[src/rtl/cdcr_pkg.sv]
package cdcr_pkg;

  // Read locations whose access counts toward decode completion.
  localparam logic [15:0] TRACK_SET      = 16'h73F2;
  localparam int          FRAMES_PER_SEC = 75;
  localparam int          SECS_PER_MIN   = 60;

  typedef enum logic [3:0] {
    W_SUBOUT = 4'h0, W_IFCTRL = 4'h1, W_CNT_LO = 4'h2, W_CNT_HI = 4'h3,
    W_ADR_LO = 4'h4, W_ADR_HI = 4'h5, W_TRIG   = 4'h6, W_ACK    = 4'h7,
    W_WA_LO  = 4'h8, W_WA_HI  = 4'h9, W_CTL0   = 4'hA, W_CTL1   = 4'hB,
    W_PT_LO  = 4'hC, W_PT_HI  = 4'hD, W_CTL2   = 4'hE, W_SRST   = 4'hF
  } wr_sel_e;

  typedef enum logic [3:0] {
    R_CMDIN = 4'h0, R_IFSTAT = 4'h1, R_CNT_LO = 4'h2, R_CNT_HI = 4'h3,
    R_HDR0  = 4'h4, R_HDR1   = 4'h5, R_HDR2   = 4'h6, R_HDR3   = 4'h7,
    R_PT_LO = 4'h8, R_PT_HI  = 4'h9, R_WA_LO  = 4'hA, R_WA_HI  = 4'hB,
    R_ST0   = 4'hC, R_ST1    = 4'hD, R_ST2    = 4'hE, R_ST3    = 4'hF
  } rd_sel_e;

  // Two-digit BCD increment, 99 wraps to 00.
  function automatic logic [7:0] bcd_inc(input logic [7:0] b);
    logic [3:0] lo, hi;
    lo = b[3:0];
    hi = b[7:4];
    if (lo == 4'd9) begin
      lo = 4'd0;
      hi = (hi == 4'd9) ? 4'd0 : hi + 4'd1;
    end else begin
      lo = lo + 4'd1;
    end
    return {hi, lo};
  endfunction

  // Binary value below 100 to two BCD digits (multiply-shift for tens).
  function automatic logic [7:0] bin_to_bcd(input logic [6:0] v);
    logic [17:0] prod;
    logic [3:0]  tens;
    logic [6:0]  ones;
    prod = {11'd0, v} * 18'd205;
    tens = prod[14:11];
    ones = v - 7'(tens) * 7'd10;
    return {tens, ones[3:0]};
  endfunction

endpackage

[src/rtl/cdcr_msf.sv]
module cdcr_msf
  import cdcr_pkg::*;
#(
  parameter int LBA_W = 17
) (
  input  logic             clk,
  input  logic             rst_n,
  input  logic             start,
  input  logic [LBA_W-1:0] lba,
  output logic             ready,
  output logic [7:0]       min_bcd,
  output logic [7:0]       sec_bcd,
  output logic [7:0]       frm_bcd
);

  localparam logic [LBA_W-1:0] FPS      = LBA_W'(FRAMES_PER_SEC);
  localparam logic [7:0]       SEC_LAST = bin_to_bcd(7'(SECS_PER_MIN - 1));

  logic             busy;
  logic [LBA_W-1:0] rem;
  logic [7:0]       s_acc, m_acc;

  assign ready = !busy;

  always_ff @(posedge clk) begin
    if (!rst_n) begin
      busy    <= 1'b0;
      rem     <= '0;
      s_acc   <= '0;
      m_acc   <= '0;
      min_bcd <= '0;
      sec_bcd <= '0;
      frm_bcd <= '0;
    end else if (start) begin
      busy  <= 1'b1;
      rem   <= lba;
      s_acc <= '0;
      m_acc <= '0;
    end else if (busy) begin
      if (rem >= FPS) begin
        rem <= rem - FPS;
        if (s_acc == SEC_LAST) begin
          s_acc <= '0;
          m_acc <= bcd_inc(m_acc);
        end else begin
          s_acc <= bcd_inc(s_acc);
        end
      end else begin
        busy    <= 1'b0;
        min_bcd <= m_acc;
        sec_bcd <= s_acc;
        frm_bcd <= bin_to_bcd(rem[6:0]);
      end
    end
  end

endmodule

[src/rtl/cdcr_xfer.sv]
module cdcr_xfer (
  input  logic        clk,
  input  logic        rst_n,
  input  logic        sreset,
  input  logic        wr_ifctrl,
  input  logic        wr_cnt_lo,
  input  logic        wr_cnt_hi,
  input  logic        wr_adr_lo,
  input  logic        wr_adr_hi,
  input  logic        wr_trig,
  input  logic        wr_ack,
  input  logic [7:0]  wdata,
  input  logic        xfer_end,
  output logic        ifc_en,
  output logic        ifc_dte_ie,
  output logic        ifc_dec_ie,
  output logic [15:0] count,
  output logic [15:0] addr,
  output logic        busy,
  output logic        dte_n,
  output logic        start_pls,
  output logic        stop_pls
);

  always_ff @(posedge clk) begin
    if (!rst_n || sreset) begin
      ifc_en     <= 1'b0;
      ifc_dte_ie <= 1'b0;
      ifc_dec_ie <= 1'b0;
      count      <= '0;
      addr       <= '0;
      busy       <= 1'b0;
      dte_n      <= 1'b1;
      start_pls  <= 1'b0;
      stop_pls   <= 1'b0;
    end else begin
      start_pls <= 1'b0;
      stop_pls  <= 1'b0;
      if (xfer_end) begin
        count <= '0;
        busy  <= 1'b0;
        if (ifc_dte_ie) dte_n <= 1'b0;
      end
      if (wr_cnt_lo) count[7:0]  <= wdata;
      if (wr_cnt_hi) count[15:8] <= wdata;
      if (wr_adr_lo) addr[7:0]   <= wdata;
      if (wr_adr_hi) addr[15:8]  <= wdata;
      if (wr_ifctrl) begin
        ifc_en     <= wdata[1];
        ifc_dec_ie <= wdata[5];
        ifc_dte_ie <= wdata[6];
        if (!wdata[1]) begin
          count    <= '0;
          busy     <= 1'b0;
          stop_pls <= 1'b1;
        end
      end
      if (wr_trig && ifc_en) begin
        busy      <= 1'b1;
        start_pls <= 1'b1;
      end
      if (wr_ack) dte_n <= 1'b1;
    end
  end

endmodule

[src/rtl/cdcr_track.sv]
module cdcr_track
  import cdcr_pkg::*;
(
  input  logic       clk,
  input  logic       rst_n,
  input  logic       sreset,
  input  logic       rd_fire,
  input  logic [3:0] rd_idx,
  input  logic       dec_event,
  input  logic       ifc_dec_ie,
  input  logic       ctl_dec_en,
  output logic [7:0] stat3,
  output logic       dec_n
);

  logic [15:0] seen;
  logic [15:0] hit;

  assign hit = (16'd1 << rd_idx) & TRACK_SET;

  always_ff @(posedge clk) begin
    if (!rst_n || sreset) begin
      seen  <= '0;
      stat3 <= '0;
      dec_n <= 1'b1;
    end else if (dec_event) begin
      seen  <= '0;
      stat3 <= '0;
      dec_n <= 1'b0;
    end else if (rd_fire) begin
      seen <= seen | hit;
      if (rd_idx == R_ST3) begin
        dec_n <= 1'b1;
        if (ctl_dec_en && ifc_dec_ie && ((seen & TRACK_SET) == TRACK_SET))
          stat3 <= 8'h80;
      end
    end
  end

endmodule

[src/rtl/cdc_regfile.sv]
module cdc_regfile
  import cdcr_pkg::*;
#(
  parameter int          LBA_W    = 17,
  parameter logic [15:0] WA_RESET = 16'd4704
) (
  input  logic             clk,
  input  logic             rst_n,
  input  logic             idx_load,
  input  logic [3:0]       idx_val,
  input  logic             reg_rd,
  input  logic             reg_wr,
  input  logic [7:0]       wr_data,
  output logic [7:0]       rd_data,
  output logic             rd_valid,
  output logic [3:0]       cur_idx,
  input  logic [LBA_W-1:0] blk_addr,
  input  logic             hdr_refresh,
  output logic             hdr_ready,
  input  logic             dec_event,
  input  logic             xfer_end,
  output logic             xfer_busy,
  output logic             xfer_start,
  output logic             xfer_stop,
  output logic [15:0]      byte_count,
  output logic [15:0]      buf_addr
);

  localparam logic [7:0] ST0_RESET = 8'h80;
  localparam logic [7:0] HDR3_MARK = 8'h01;

  logic [3:0]  idx_q;
  logic        wr_fire, rd_fire, sreset;
  wr_sel_e     wsel;
  rd_sel_e     rsel;
  logic [15:0] wa_q, pt_q;
  logic        ctl_dec_en, ctl_hdr_off;
  logic        ifc_en, ifc_dte_ie, ifc_dec_ie, dte_n, dec_n;
  logic [7:0]  stat3, ifstat, rd_mux;
  logic [7:0]  m_bcd, s_bcd, f_bcd;
  logic [7:0]  hdr0, hdr1, hdr2, hdr3;
  logic        idx_holds_wr;

  assign wr_fire = reg_wr;
  assign rd_fire = reg_rd && !reg_wr;
  assign wsel    = wr_sel_e'(idx_q);
  assign rsel    = rd_sel_e'(idx_q);
  assign sreset  = wr_fire && (wsel == W_SRST);
  assign cur_idx = idx_q;

  assign idx_holds_wr = (wsel == W_TRIG) || (wsel == W_ACK) ||
                        (wsel == W_CTL2) || (wsel == W_SRST);

  // Index sequencing
  always_ff @(posedge clk) begin
    if (!rst_n) begin
      idx_q <= '0;
    end else if (idx_load) begin
      idx_q <= idx_val;
    end else if (wr_fire) begin
      if (!idx_holds_wr) idx_q <= idx_q + 4'd1;
    end else if (rd_fire) begin
      if (rsel != R_ST3) idx_q <= idx_q + 4'd1;
    end
  end

  // Plain storage registers
  always_ff @(posedge clk) begin
    if (!rst_n || sreset) begin
      wa_q        <= WA_RESET;
      pt_q        <= '0;
      ctl_dec_en  <= 1'b0;
      ctl_hdr_off <= 1'b0;
    end else if (wr_fire) begin
      case (wsel)
        W_WA_LO: wa_q[7:0]   <= wr_data;
        W_WA_HI: wa_q[15:8]  <= wr_data;
        W_PT_LO: pt_q[7:0]   <= wr_data;
        W_PT_HI: pt_q[15:8]  <= wr_data;
        W_CTL0:  ctl_dec_en  <= wr_data[7];
        W_CTL1:  ctl_hdr_off <= wr_data[0];
        default: ;
      endcase
    end
  end

  cdcr_xfer u_xfer (
    .clk        (clk),
    .rst_n      (rst_n),
    .sreset     (sreset),
    .wr_ifctrl  (wr_fire && wsel == W_IFCTRL),
    .wr_cnt_lo  (wr_fire && wsel == W_CNT_LO),
    .wr_cnt_hi  (wr_fire && wsel == W_CNT_HI),
    .wr_adr_lo  (wr_fire && wsel == W_ADR_LO),
    .wr_adr_hi  (wr_fire && wsel == W_ADR_HI),
    .wr_trig    (wr_fire && wsel == W_TRIG),
    .wr_ack     (wr_fire && wsel == W_ACK),
    .wdata      (wr_data),
    .xfer_end   (xfer_end),
    .ifc_en     (ifc_en),
    .ifc_dte_ie (ifc_dte_ie),
    .ifc_dec_ie (ifc_dec_ie),
    .count      (byte_count),
    .addr       (buf_addr),
    .busy       (xfer_busy),
    .dte_n      (dte_n),
    .start_pls  (xfer_start),
    .stop_pls   (xfer_stop)
  );

  cdcr_track u_track (
    .clk        (clk),
    .rst_n      (rst_n),
    .sreset     (sreset),
    .rd_fire    (rd_fire),
    .rd_idx     (idx_q),
    .dec_event  (dec_event),
    .ifc_dec_ie (ifc_dec_ie),
    .ctl_dec_en (ctl_dec_en),
    .stat3      (stat3),
    .dec_n      (dec_n)
  );

  cdcr_msf #(.LBA_W(LBA_W)) u_msf (
    .clk     (clk),
    .rst_n   (rst_n),
    .start   (hdr_refresh || sreset),
    .lba     (blk_addr),
    .ready   (hdr_ready),
    .min_bcd (m_bcd),
    .sec_bcd (s_bcd),
    .frm_bcd (f_bcd)
  );

  assign ifstat = {1'b1, dte_n, dec_n, 1'b1, !xfer_busy, 3'b111};

  assign hdr0 = ctl_hdr_off ? 8'h00 : m_bcd;
  assign hdr1 = ctl_hdr_off ? 8'h00 : s_bcd;
  assign hdr2 = ctl_hdr_off ? 8'h00 : f_bcd;
  assign hdr3 = ctl_hdr_off ? 8'h00 : HDR3_MARK;

  always_comb begin
    case (rsel)
      R_CMDIN:  rd_mux = 8'h00;
      R_IFSTAT: rd_mux = ifstat;
      R_CNT_LO: rd_mux = byte_count[7:0];
      R_CNT_HI: rd_mux = byte_count[15:8];
      R_HDR0:   rd_mux = hdr0;
      R_HDR1:   rd_mux = hdr1;
      R_HDR2:   rd_mux = hdr2;
      R_HDR3:   rd_mux = hdr3;
      R_PT_LO:  rd_mux = pt_q[7:0];
      R_PT_HI:  rd_mux = pt_q[15:8];
      R_WA_LO:  rd_mux = wa_q[7:0];
      R_WA_HI:  rd_mux = wa_q[15:8];
      R_ST0:    rd_mux = ST0_RESET;
      R_ST1:    rd_mux = 8'h00;
      R_ST2:    rd_mux = 8'h00;
      default:  rd_mux = stat3;
    endcase
  end

  always_ff @(posedge clk) begin
    if (!rst_n) begin
      rd_data  <= '0;
      rd_valid <= 1'b0;
    end else begin
      rd_valid <= rd_fire;
      if (rd_fire) rd_data <= rd_mux;
    end
  end

endmodule

[config.mk]
export PLATFORM = sky130hd
export DESIGN_NAME = cdc_regfile
export DESIGN_NICKNAME = d
export VERILOG_FILES = /design/src/rtl/cdcr_pkg.sv /design/src/rtl/cdcr_msf.sv /design/src/rtl/cdcr_xfer.sv /design/src/rtl/cdcr_track.sv /design/src/rtl/cdc_regfile.sv
export SDC_FILE = /design/constraint.sdc
export NUM_CORES = 1
export LEC_CHECK = 0
export BUFFER_PORTS_ARGS = -buffer_cell sky130_fd_sc_hd__buf_2
export CORE_UTILIZATION = 50
export CTS_CLUSTER_DIAMETER = 100
export DETAILED_ROUTE_END_ITERATION = 12
export PLACE_DENSITY = 0.73
export SYNTH_ARGS = -nofsm -noshare
export SYNTH_HDL_FRONTEND = slang
export SYNTH_HIERARCHICAL = 1
export SYNTH_SLANG_ARGS = --single-unit
export TNS_END_PERCENT = 30
[constraint.sdc]
create_clock -name clk -period 5.1 [get_ports clk]
set_input_delay 1.02 -clock clk [delete_from_list [all_inputs] [get_ports clk]]
set_output_delay 1.02 -clock clk [all_outputs]
set_load 0.02 [all_outputs]
==> impl_metrics.py <==
metrics = {
    "run_status": {
        "outcome": "finished, final reports clean",
    },
    "global_routing": {
        "grt_pass1_wl_um": 33200,
        "antenna_found_initial": 0,
        "grt_pass1_vias": 6588,
        "grt.overflow.total": 0,
        "grt.total_usage_pct": 24.9,
        "grt_max_degree": 39,
    },
    "detailed_routing": {
        "vias_per_cell": 5.67,
        "wl_um": 20600,
        "route.vias.total": 7138,
        "drc": 0,
        "detail-route-antenna-nets": 0,
        "wl_per_cell_um": 16.4,
        "drt-pass1-iter-count": 6,
        "drt_iter0_drc": 651,
    },
    "yosys": {
        "yosys_most_used_dff": "dfxtp_1",
        "yosysWarningCount": 6,
        "synth.distinct_cells": 81,
        "seq_area_frac_synth_pct": 37.7,
        "synth_top_area_share_pct": 37.7,
        "synth_commonest_cells": "nand2_1, dfxtp_1, a21oi_1, nor2_1, ha_1",
        "synthCells": 967,
        "synth-seq-cells": 156,
        "yosysMostFrequentCell": "nand2_1",
        "yosysTopAreaCell": "dfxtp_1",
        "synth_edf_count": 0,
        "ys_top_cells_by_area": "dfxtp_1, ha_1, nand2_1, a21oi_1, mux2i_1",
        "syn_area_sq_um": 8290,
        "syn_area_per_cell_sq_um": 8.57,
        "postSynth.asyncResetShare_pct": 0,
    },
    "floorplan": {
        "row_count": 46,
        "io-pin-count": 86,
        "core-area_sq_um": 16100,
        "initial_core_util_pct": 51.6,
        "die_x_um": 131,
        "die_y_um": 131,
        "die_area_sq_um": 17100,
    },
    "power": {
        "p_int_w": 0.00214,
        "p_leak_nw": 3.62,
        "power.density_nw_per_um2": 326,
        "pwr-share-comb_pct": 16.8,
        "power.share.clock_pct": 40.8,
        "ir_drop_v": 0.000279,
        "power_switching_w": 0.000894,
        "pwr-share-seq_pct": 42.4,
        "swShare_pct": 29.5,
    },
    "sta": {
        "rsz0062_at_grt": "no",
        "final_hold_viol_count": 0,
        "fin_tns_setup_ns": 0,
        "worst_slew_pin_slew_ns": 1.01,
        "slew-limit-headroom_pct": 32.3,
        "fmax_mhz": 209,
        "clock_skew_ns": 0.00919,
        "slew_viol_final": 0,
        "finalCritPeriodShare_pct": 93.7,
        "finalSetupViolations": 0,
        "post-route-min-period_ns": 4.78,
    },
    "worst_setup_path": {
        "critPathKind": "reg2reg",
        "cp_max_fo": 7,
        "reg2reg_slack_ns": 0.32,
        "critPathTopFamily": "adder cells",
        "cp-start-kind": "flip-flop",
        "crit_top_cell": "ha_1",
        "worst_ep_required_time_ns": 5.41,
        "end_kind": "flip-flop",
        "crit_path_top_delay_cell": "dfxtp_1",
        "path_cells": "inv_1 > ha_1 > fa_1 > inv_1 > fa_1 > ha_1 > ha_1 > a21oi_1 > nand2_1 > a211oi_2 > xnor2_1 > ha_1 > fa_1 > xor2_1 > xnor3_1 > a211oi_1 > nor3b_1",
        "cp.buffers_inverters": 2,
        "cp.arrival_ns": 5.08,
        "critPathMaxStageDelay_ns": 0.45,
    },
    "final_layout": {
        "drive_gt1_share_pct": 14.9,
        "area_growth_pct": 12.4,
        "fillers": 1457,
        "num_antenna_cells": 0,
        "fin_nets": 1125,
        "finalNonFillerCells": 1258,
    },
    "clocking": {
        "clk_latency_ns": 0.43,
        "post_cts_buffers": 0,
        "clkSlewWorstSetupHoldPaths_ns": 0.06,
        "ctsHoldBuffers": 0,
        "clock_sinks": 156,
        "cts_buffers": 17,
        "h-tree-depth": 4,
        "cts_root_buffer": "clkbuf_16",
        "tritoncts": "done",
        "max-clock-path-buffers": 2,
    },
    "worst_hold_path": {
        "worstHoldPathType": "reg2reg",
    },
    "place": {
        "portBuffers": 85,
        "dp_hpwl_um": 14000,
        "dpl.cell_count": 1226,
        "gp_congestion": 0.841,
    },
    "run": {
        "max-cap-violations": 0,
    },
}
power groups by stage:
stage               Clock [W]  Sequential [W]  Combinational, W
floorplan                   0         0.00131          0.000369
global placement            0         0.00131          0.000495
detailed placement          0         0.00131          0.000500
CTS                   0.00126         0.00128          0.000507
global route          0.00131         0.00129          0.000571
finish                0.00124         0.00129          0.000510
repair_timing:
action	in CTS	in global routing
gates resized for setup	0	1
endpoints found under the hold margin	0	0
endpoints found under the setup margin	0	1
cells in the final DEF (no fill, tap or decap), types with 4 or more instances in the layout:
cell        netlist  layout
nor3_1           12      12
a221oi_1          5       5
mux2i_1          23      23
nor2_1           54      54
conb_1            1       7
clkinvlp_4        0       5
buf_4             8      12
or3_1            12      12
nand2b_1          7       7
o21ai_0          40      40
nand4_1          17      17
or3b_1           16      16
nand2_1         164     164
ha_1             50      50
clkbuf_16         0      17
nand3_1          36      36
o22ai_1           4       4
a211oi_1         13      12
nor2b_1           8       8
dfxtp_1         156     156
xor2_1           16      16
buf_2            15      85
inv_1            41      41
a222oi_1         11      11
a211oi_2         10      11
fa_1              9       9
a22o_1            5       5
a31oi_1           9       9
nor3b_1           5       5
a22oi_1           4       4
xnor2_1           6       6
a21oi_1          98      98
and2_1            6       6
metal layers:
metal	vias up	share of wire, %	GRT usage [%]
li1	3553	-	-
met1	3366	47	34.5
met2	195	46	39.0
met3	24	5.3	5.09
met4	0	1.5	7.78
met5	-	0	0
flip-flops by register name, indices dropped and copies added (netlist names), 4 cells and up:
name	flops
cur_idx	4
u_msf/m_acc	8
u_msf/sec_bcd	8
u_xfer/addr	16
u_msf/frm_bcd	8
u_track/seen	10
u_msf/min_bcd	8
u_msf/rem	17
rd_data	8
u_msf/s_acc	8
wa_q	16
u_xfer/count	16
pt_q	16
worst register-to-register path: stages (launching register included):
cell and delay, ns:
dfxtp_1 0.45, inv_1 0.14, ha_1 0.35, fa_1 0.42
inv_1 0.08, fa_1 0.43, ha_1 0.31, ha_1 0.34
a21oi_1 0.16, nand2_1 0.11, a211oi_2 0.36, xnor2_1 0.14
ha_1 0.21, fa_1 0.37, xor2_1 0.20, xnor3_1 0.26
a211oi_1 0.23, nor3b_1 0.08
through the flow:
| step | instance area, sq um | util [%] | worst slack [ns] | power [W] | hold WS (ns) |
|---|---|---|---|---|---|
| 6_report | 9320 | 58.0 | 0.323 | 0.00303 | 0.450 |
| 5_1_grt | 9320 | 58.0 | 0.0614 | 0.00317 | 0.474 |
| 4_1_cts | 9310 | 58.0 | 0.157 | 0.00305 | 0.452 |
| 3_5_place_dp | 8740 | 54.4 | 0.188 | 0.00181 | 0.445 |
| 3_3_place_gp | 8740 | 54.4 | 0.376 | 0.00181 | 0.439 |
| 2_1_floorplan | 8310 | - | 0.646 | 0.00168 | 0.427 |
logic make-up after synthesis:
family	after synthesis	share of synthesized area, %
buffers and inverters	102	6.28
XOR/XNOR	23	2.60
AO/OA/AOI/OAI	234	18.7
multiplexers	23	2.78
other	1	0.0452
adder cells (fa/ha/maj)	59	9.72
AND/OR/NAND/NOR	369	22.2
flip-flops	156	37.7
worst paths after layout:
| kind | start | endpoint | depth (start not counted) |
|---|---|---|---|
| setup / recovery | u_msf/rem[5] | u_msf/frm_bcd[3] | 17 |
| hold / removal | u_msf/min_bcd[5] | u_msf/min_bcd[5] | 2 |
| setup reg to reg | u_msf/rem[5] | u_msf/frm_bcd[3] | 17 |
| hold reg to reg | u_msf/min_bcd[5] | u_msf/min_bcd[5] | 2 |
layout make-up:
class	count	area, sq um	area share [%]
tap	216	270	2.90
inverter	42	158	1.69
timing repair buffer	97	515	5.53
multi-input combinational	715	4680	50.2
sequential	156	3120	33.5
clock buffer	19	443	4.75
clock inverter	13	134	1.44
Note: power is estimated with default switching activity, not from simulation.
